## src/rtl/bcdseq_pkg.sv

```systemverilog
package bcdseq_pkg;
  // Output sense selection; packed so that code bit 1 is data, bit 0 is latch.
  typedef struct packed {
    logic inv_data;
    logic inv_latch;
  } pol_t;
endpackage

```

## src/rtl/bcdseq_step_timer.sv

```systemverilog
module bcdseq_step_timer #(
  parameter int DIGITS      = 4,
  parameter int STEP_CYCLES = 2,
  localparam int IDX_W = (DIGITS > 1) ? $clog2(DIGITS) : 1,
  localparam int CNT_W = $clog2(STEP_CYCLES + 1)
) (
  input  logic             clk,
  input  logic             rst_n,
  input  logic             run,
  output logic [IDX_W-1:0] idx_o,
  output logic             step_end_o,
  output logic             wrap_o
);
  localparam logic [IDX_W-1:0] LAST_IDX  = IDX_W'(DIGITS - 1);
  localparam logic [CNT_W-1:0] LAST_TICK = CNT_W'(STEP_CYCLES - 1);

  logic [CNT_W-1:0] cnt_q, cnt_nx;
  logic [IDX_W-1:0] idx_q, idx_nx;
  logic             step_end;

  assign step_end = run && (cnt_q == LAST_TICK);

  always_comb begin
    cnt_nx = cnt_q;
    idx_nx = idx_q;
    if (!run) begin
      cnt_nx = '0;
      idx_nx = '0;
    end else if (step_end) begin
      cnt_nx = '0;
      idx_nx = (idx_q == LAST_IDX) ? '0 : idx_q + IDX_W'(1);
    end else begin
      cnt_nx = cnt_q + CNT_W'(1);
    end
  end

  always_ff @(posedge clk or negedge rst_n) begin
    if (!rst_n) begin
      cnt_q <= '0;
      idx_q <= '0;
    end else begin
      cnt_q <= cnt_nx;
      idx_q <= idx_nx;
    end
  end

  assign idx_o      = idx_q;
  assign step_end_o = step_end;
  assign wrap_o     = step_end && (idx_q == LAST_IDX);

  AST_CNT_BOUND: assert property (@(posedge clk) disable iff (!rst_n)
    cnt_q <= LAST_TICK);

  AST_IDX_STEP: assert property (@(posedge clk) disable iff (!rst_n)
    (run && step_end) |=> (!run || idx_q == (($past(idx_q) == LAST_IDX) ? '0 : $past(idx_q) + IDX_W'(1))));
endmodule

```

## src/rtl/bcdseq_digit_mux.sv

```systemverilog
module bcdseq_digit_mux #(
  parameter int DIGITS = 4,
  parameter int NIB_W  = 4,
  localparam int IDX_W  = (DIGITS > 1) ? $clog2(DIGITS) : 1,
  localparam int WORD_W = DIGITS * NIB_W
) (
  input  logic [WORD_W-1:0] word_i,
  input  logic [IDX_W-1:0]  idx_i,
  output logic [NIB_W-1:0]  nib_o
);
  logic [NIB_W-1:0] nibs [DIGITS];

  for (genvar g = 0; g < DIGITS; g++) begin : g_split
    assign nibs[g] = word_i[g*NIB_W +: NIB_W];
  end

  always_comb begin
    nib_o = '0;
    for (int k = 0; k < DIGITS; k++) begin
      if (idx_i == IDX_W'(k)) nib_o = nibs[k];
    end
  end
endmodule

```

## src/rtl/bcdseq_out_stage.sv

```systemverilog
module bcdseq_out_stage
  import bcdseq_pkg::*;
#(
  parameter int DIGITS = 4,
  parameter int NIB_W  = 4,
  localparam int IDX_W = (DIGITS > 1) ? $clog2(DIGITS) : 1
) (
  input  logic              run,
  input  logic              wide,
  input  pol_t              pol,
  input  logic [IDX_W-1:0]  idx,
  input  logic [NIB_W-1:0]  nib_lo,
  input  logic [NIB_W-1:0]  nib_hi,
  output logic [NIB_W-1:0]  data_lo_o,
  output logic [NIB_W-1:0]  data_hi_o,
  output logic [DIGITS-1:0] latch_o
);
  logic [DIGITS-1:0] lat_logic;
  logic [NIB_W-1:0]  lo_logic, hi_logic;

  // Logical latch level: 0 = load, 1 = hold.
  for (genvar g = 0; g < DIGITS; g++) begin : g_latch
    assign lat_logic[g] = !(run && (idx == IDX_W'(g)));
  end

  assign lo_logic = run ? nib_lo : '0;
  assign hi_logic = (run && wide) ? nib_hi : '0;

  assign data_lo_o = lo_logic  ^ {NIB_W{pol.inv_data}};
  assign data_hi_o = hi_logic  ^ {NIB_W{pol.inv_data}};
  assign latch_o   = lat_logic ^ {DIGITS{pol.inv_latch}};
endmodule

```

## src/rtl/bcd_latch_seq.sv

```systemverilog
module bcd_latch_seq
  import bcdseq_pkg::*;
#(
  parameter int DIGITS      = 4,
  parameter int NIB_W       = 4,
  parameter int STEP_CYCLES = 2,
  localparam int IDX_W  = (DIGITS > 1) ? $clog2(DIGITS) : 1,
  localparam int WORD_W = DIGITS * NIB_W
) (
  input  logic              clk,
  input  logic              rst_n,
  input  logic              enable_i,
  input  logic              wide_i,
  input  logic [1:0]        pol_code_i,
  input  logic [WORD_W-1:0] word_lo_i,
  input  logic [WORD_W-1:0] word_hi_i,
  output logic [NIB_W-1:0]  data_lo_o,
  output logic [NIB_W-1:0]  data_hi_o,
  output logic [DIGITS-1:0] latch_o,
  output logic              done_o
);
  // Reset: asserted asynchronously, released on a clock edge.
  logic rst_meta, rst_int;
  always_ff @(posedge clk or negedge rst_n) begin
    if (!rst_n) begin
      rst_meta <= 1'b0;
      rst_int  <= 1'b0;
    end else begin
      rst_meta <= 1'b1;
      rst_int  <= rst_meta;
    end
  end

  logic             run_q, run_nx;
  logic             wide_q, wide_nx;
  pol_t             pol_q, pol_nx;
  logic             done_q, done_nx;
  logic             start;
  logic [IDX_W-1:0] idx;
  logic             step_end, wrap;
  logic [NIB_W-1:0] nib_lo, nib_hi;

  assign start = enable_i && !run_q;

  always_comb begin
    run_nx  = enable_i;
    wide_nx = wide_q;
    pol_nx  = pol_q;
    done_nx = done_q;
    if (start) begin
      wide_nx = wide_i;
      pol_nx  = pol_t'(pol_code_i);
    end
    if (!enable_i)     done_nx = 1'b0;
    else if (wrap)     done_nx = 1'b1;
    else if (step_end) done_nx = 1'b0;
  end

  always_ff @(posedge clk or negedge rst_int) begin
    if (!rst_int) begin
      run_q  <= 1'b0;
      wide_q <= 1'b0;
      pol_q  <= '0;
      done_q <= 1'b0;
    end else begin
      run_q  <= run_nx;
      wide_q <= wide_nx;
      pol_q  <= pol_nx;
      done_q <= done_nx;
    end
  end

  bcdseq_step_timer #(.DIGITS(DIGITS), .STEP_CYCLES(STEP_CYCLES)) u_timer (
    .clk        (clk),
    .rst_n      (rst_int),
    .run        (run_q),
    .idx_o      (idx),
    .step_end_o (step_end),
    .wrap_o     (wrap)
  );

  bcdseq_digit_mux #(.DIGITS(DIGITS), .NIB_W(NIB_W)) u_mux_lo (
    .word_i (word_lo_i),
    .idx_i  (idx),
    .nib_o  (nib_lo)
  );

  bcdseq_digit_mux #(.DIGITS(DIGITS), .NIB_W(NIB_W)) u_mux_hi (
    .word_i (word_hi_i),
    .idx_i  (idx),
    .nib_o  (nib_hi)
  );

  bcdseq_out_stage #(.DIGITS(DIGITS), .NIB_W(NIB_W)) u_out (
    .run       (run_q),
    .wide      (wide_q),
    .pol       (pol_q),
    .idx       (idx),
    .nib_lo    (nib_lo),
    .nib_hi    (nib_hi),
    .data_lo_o (data_lo_o),
    .data_hi_o (data_hi_o),
    .latch_o   (latch_o)
  );

  assign done_o = done_q;

  AST_ONE_LOAD: assert property (@(posedge clk) disable iff (!rst_int)
    run_q |-> ($countones(latch_o ^ {DIGITS{pol_q.inv_latch}}) == DIGITS - 1));

  AST_IDLE_HOLD: assert property (@(posedge clk) disable iff (!rst_int)
    !run_q |-> ((latch_o ^ {DIGITS{pol_q.inv_latch}}) == {DIGITS{1'b1}} && !done_o));

  AST_POL_FROZEN: assert property (@(posedge clk) disable iff (!rst_int)
    (run_q && $past(run_q)) |-> ($stable(pol_q) && $stable(wide_q)));

  AST_DONE_AT_FIRST: assert property (@(posedge clk) disable iff (!rst_int)
    done_o |-> (run_q && idx == '0));
endmodule

```

## config.mk

```make
export PLATFORM = sky130hd
export DESIGN_NAME = bcd_latch_seq
export DESIGN_NICKNAME = d
export VERILOG_FILES = /design/src/rtl/bcdseq_pkg.sv /design/src/rtl/bcdseq_step_timer.sv /design/src/rtl/bcdseq_digit_mux.sv /design/src/rtl/bcdseq_out_stage.sv /design/src/rtl/bcd_latch_seq.sv
export SDC_FILE = /design/constraint.sdc
export NUM_CORES = 1
export LEC_CHECK = 0
export ABC_AREA = 1
export ABC_CLOCK_PERIOD_IN_PS = 1600
export BUFFER_PORTS_ARGS = -buffer_cell sky130_fd_sc_hd__buf_2
export CAP_MARGIN = 25
export CORE_ASPECT_RATIO = 0.8
export CORE_UTILIZATION = 40
export DETAILED_ROUTE_END_ITERATION = 10
export PLACE_DENSITY_LB_ADDON = 0.05
export SETUP_SLACK_MARGIN = 0.02
export SYNTH_ARGS = -nofsm -noshare
export SYNTH_HDL_FRONTEND = slang
export SYNTH_SLANG_ARGS = --single-unit
export TNS_END_PERCENT = 10
```

## constraint.sdc

```tcl
create_clock -name clk -period 1.6 [get_ports clk]
set_input_delay 0.48 -clock clk [delete_from_list [all_inputs] [get_ports clk]]
set_output_delay 0.48 -clock clk [all_outputs]
set_load 0.02 [all_outputs]
```

==> summary.txt <==
I/O pin total -> 51
Min Clock Period, post-route -> 2120 ps
multi-input logic area -> 718 µm²
die height -> 46.4 µm
Cell variety after synth -> 22
failing checks -> DRC, setup timing
CP cell instances -> buf_4, ha_4, inv_6, nand3_2, nand2_2, nand2_1, nand2_1, nand2_2, buf_4
vias in the first global route -> 1,016
Req. time, crit path -> 1120 ps
clk_skew -> 9.10 ps
Worst VDD drop -> 0.000523 V
pre-CTS WS -> -375 ps
width of the die -> 57.4 µm
syn avg cell area -> 6.15 µm²
design area -> 1500 µm²
Synth Area in Compound Gates -> 6.62%
Sink Count -> 11
gr ovfl total -> 0
Pleak -> 0.000817 µW
synthesis-stage register bit count -> 11
drt drc -> 3
Worst-Skew Late Latency -> 260 ps
Max Cap Violations -> 0
Ant. Diodes -> 0
CTS root buf -> clkbuf_4
area leader, netlist -> dfrtp_1
final WL -> 2.89 mm
cell row count -> 15
sequential fraction of the synthesis area -> 28.0%
crit start category -> flip-flop
Top delay family on crit path -> flip-flops
CORE AREA -> 2230 µm²
max-slew violations -> 0
Reg2Reg Setup Slack -> 240 ps
DR WL/cell -> 12.0 µm
first-pass GRT wire length -> 4.58 mm
reg2reg path depth -> 4
fillers -> 204
total power -> 1480 µW
main combinational cell family by area after synthesis -> simple AND/OR/NAND/NOR gates
critical path capture point type -> output pin
global placement routability congestion -> 0.918
Synth Area in Simple Gates -> 42.7%
Buf/Inv on CP -> 3
Yosys top cell area share -> 28.0%
CP max-delay cell -> dfrtp_1
# setup viols final -> 12
Mapped Cells -> 160
R2R Path Start -> run_q
cell area after synthesis -> 983 µm²
register area -> 275 µm²
CTS clk-pin slew, worst paths -> 70 ps
Vias/cell -> 4.98
Placed Cells incl. Taps -> 234
crit path DAT -> 1640 ps
via count -> 1,195
IO buf count -> 50
drt initial violations -> 44
yosys warns -> 0
Final ANT Viol Nets -> 0
Peak Freq -> 473 MHz
share of layout cells above drive strength 1 -> 45.6%
initial core utilization -> 44.0%
Post-Synth XOR/XNOR Area -> 3.56%
Num CTS Buffers -> 3
final worst slack -> -516 ps
final hold viol count -> 0
H-tree Lvls -> 1
Cell Pwr Density -> 986 nW/µm²
largest net degree at the start of global routing -> 11
HP Class -> reg -> async
worst r2r dst -> pol_q[0]
status -> complete, but fails checks
peak per-stage delay on the critical path -> 410 ps
non-filler cells, final -> 240
RSZ-0062 raised after global routing -> true
antenna violations before repair -> 0
Area after DPL -> 1310 µm²
multiplexer share of the synthesized area -> 2.29%
adder-cell share of the synthesized area -> 5.09%
syn_nets -> 202
Total GRT Usage -> 23.4%
nets@finish -> 258
kind of critical path -> reg -> out
Core Util, Final -> 67.1%
hpwl dp -> 2.31 mm
Initial DRT Pass Iterations -> 8
fin crit share -> 132%
clock buffer depth -> 2
Synth-to-Final Area Change -> 52.3%
CTS tree -> built
CP Max Fanout -> 10
die footprint -> 2660 µm²
largest cells by area after synthesis -> dfrtp_1 28%, nand2_1 26%, nand3_1 9.2%
-- state kept, by name, summed over array words and instances, names as in the netlist --
name	flops
done_o	1
rst_meta	1
u_timer.idx_o	2
pol_q	2
rst_int	1
run_q	1
wide_q	1
u_timer.cnt_q	2
-- cells in the mapped netlist --
cell	instances
nand4_1	1
nand2_1	67
conb_1	1
dfrtp_1	11
nand3_1	18
ha_1	4
a21oi_1	10
o21ai_0	3
nor3_1	1
nand2_2	2
buf_4	1
inv_2	1
nand3_2	1
clkbuf_1	1
xor2_1	4
buf_2	3
inv_1	13
buf_6	2
mux2_2	2
nor2_1	12
clkinv_1	1
inv_4	1
-- cell usage in the layout, fill, tap and decap left out, drive strengths merged --
master / count
nand2: 69
conb: 1
a21oi: 10
clkinv: 1
o21ai: 3
clkbuf: 4
nor3: 1
nand4: 1
nand3: 19
mux2: 2
inv: 15
nor2: 12
dfrtp: 11
buf: 57
xor2: 4
ha: 4
dlygate4sd3: 1
-- worst max-delay path by stage --
stage                         to  depth (start not counted)              from
floorplan           data_lo_o[0]                         10  u_timer.idx_o[0]
global placement    data_hi_o[2]                          9  u_timer.idx_o[1]
detailed placement  data_lo_o[1]                          9  u_timer.idx_o[1]
CTS                 data_hi_o[1]                         10  u_timer.idx_o[0]
global route        data_hi_o[1]                         10  u_timer.idx_o[1]
finish              data_hi_o[1]                          9  u_timer.idx_o[1]
-- timing repair --
item / CTS / global route
buffers inserted: 1 / 0
pin swaps: 2 / 1
hold buffers: 1 / 0
gates resized for setup: 32 / 10
setup endpoints to repair: 12 / 12
hold endpoints to repair: 2 / 0
-- final cells by class --
type | instances | area share, %
Multi-Input combinational cell | 126 | 48.0
Timing Repair Buffer | 58 | 25.1
Sequential cell | 11 | 18.4
Inverter | 16 | 4.68
Tap cell | 25 | 2.09
Clock buffer | 4 | 1.75
-- per-layer routing --
metal	up-vias	GRT usage (%)	part of all wire, %
met2	46	41.4	49
li1	606	-	-
met1	539	28.9	44
met5	-	0	0
met4	0	6.34	1.0
met3	4	5.62	6.0
-- where the power goes --
group	total, µW	switching, µW	leakage (µW)	internal, µW
clock	183	86.6	0.0000150	96.2
sequential	340	35.4	0.000135	305
combinational	954	542	0.000667	412
total	1480	664	0.000817	813
-- cell families (layout without fill, tap and decap cells) --
group                    Yosys count  after routing
AO/OA/AOI/OAI                     13             13
XOR/XNOR                           4              4
adder cells (fa/ha/maj)            4              4
buffers and inverters             23             78
flip-flops                        11             11
multiplexers                       2              2
other                              1              1
AND/OR/NAND/NOR                  102            102
-- through the flow --
step                      hold WS [ps]  setup TNS (ps)
after global routing               198           -6290
after detailed placement           165           -3210
after CTS                          167           -5270
after floorplan                    108            -526
after global placement             147           -2530
final                              142           -5200
No activity file was read; power rests on OpenSTA's default activity.
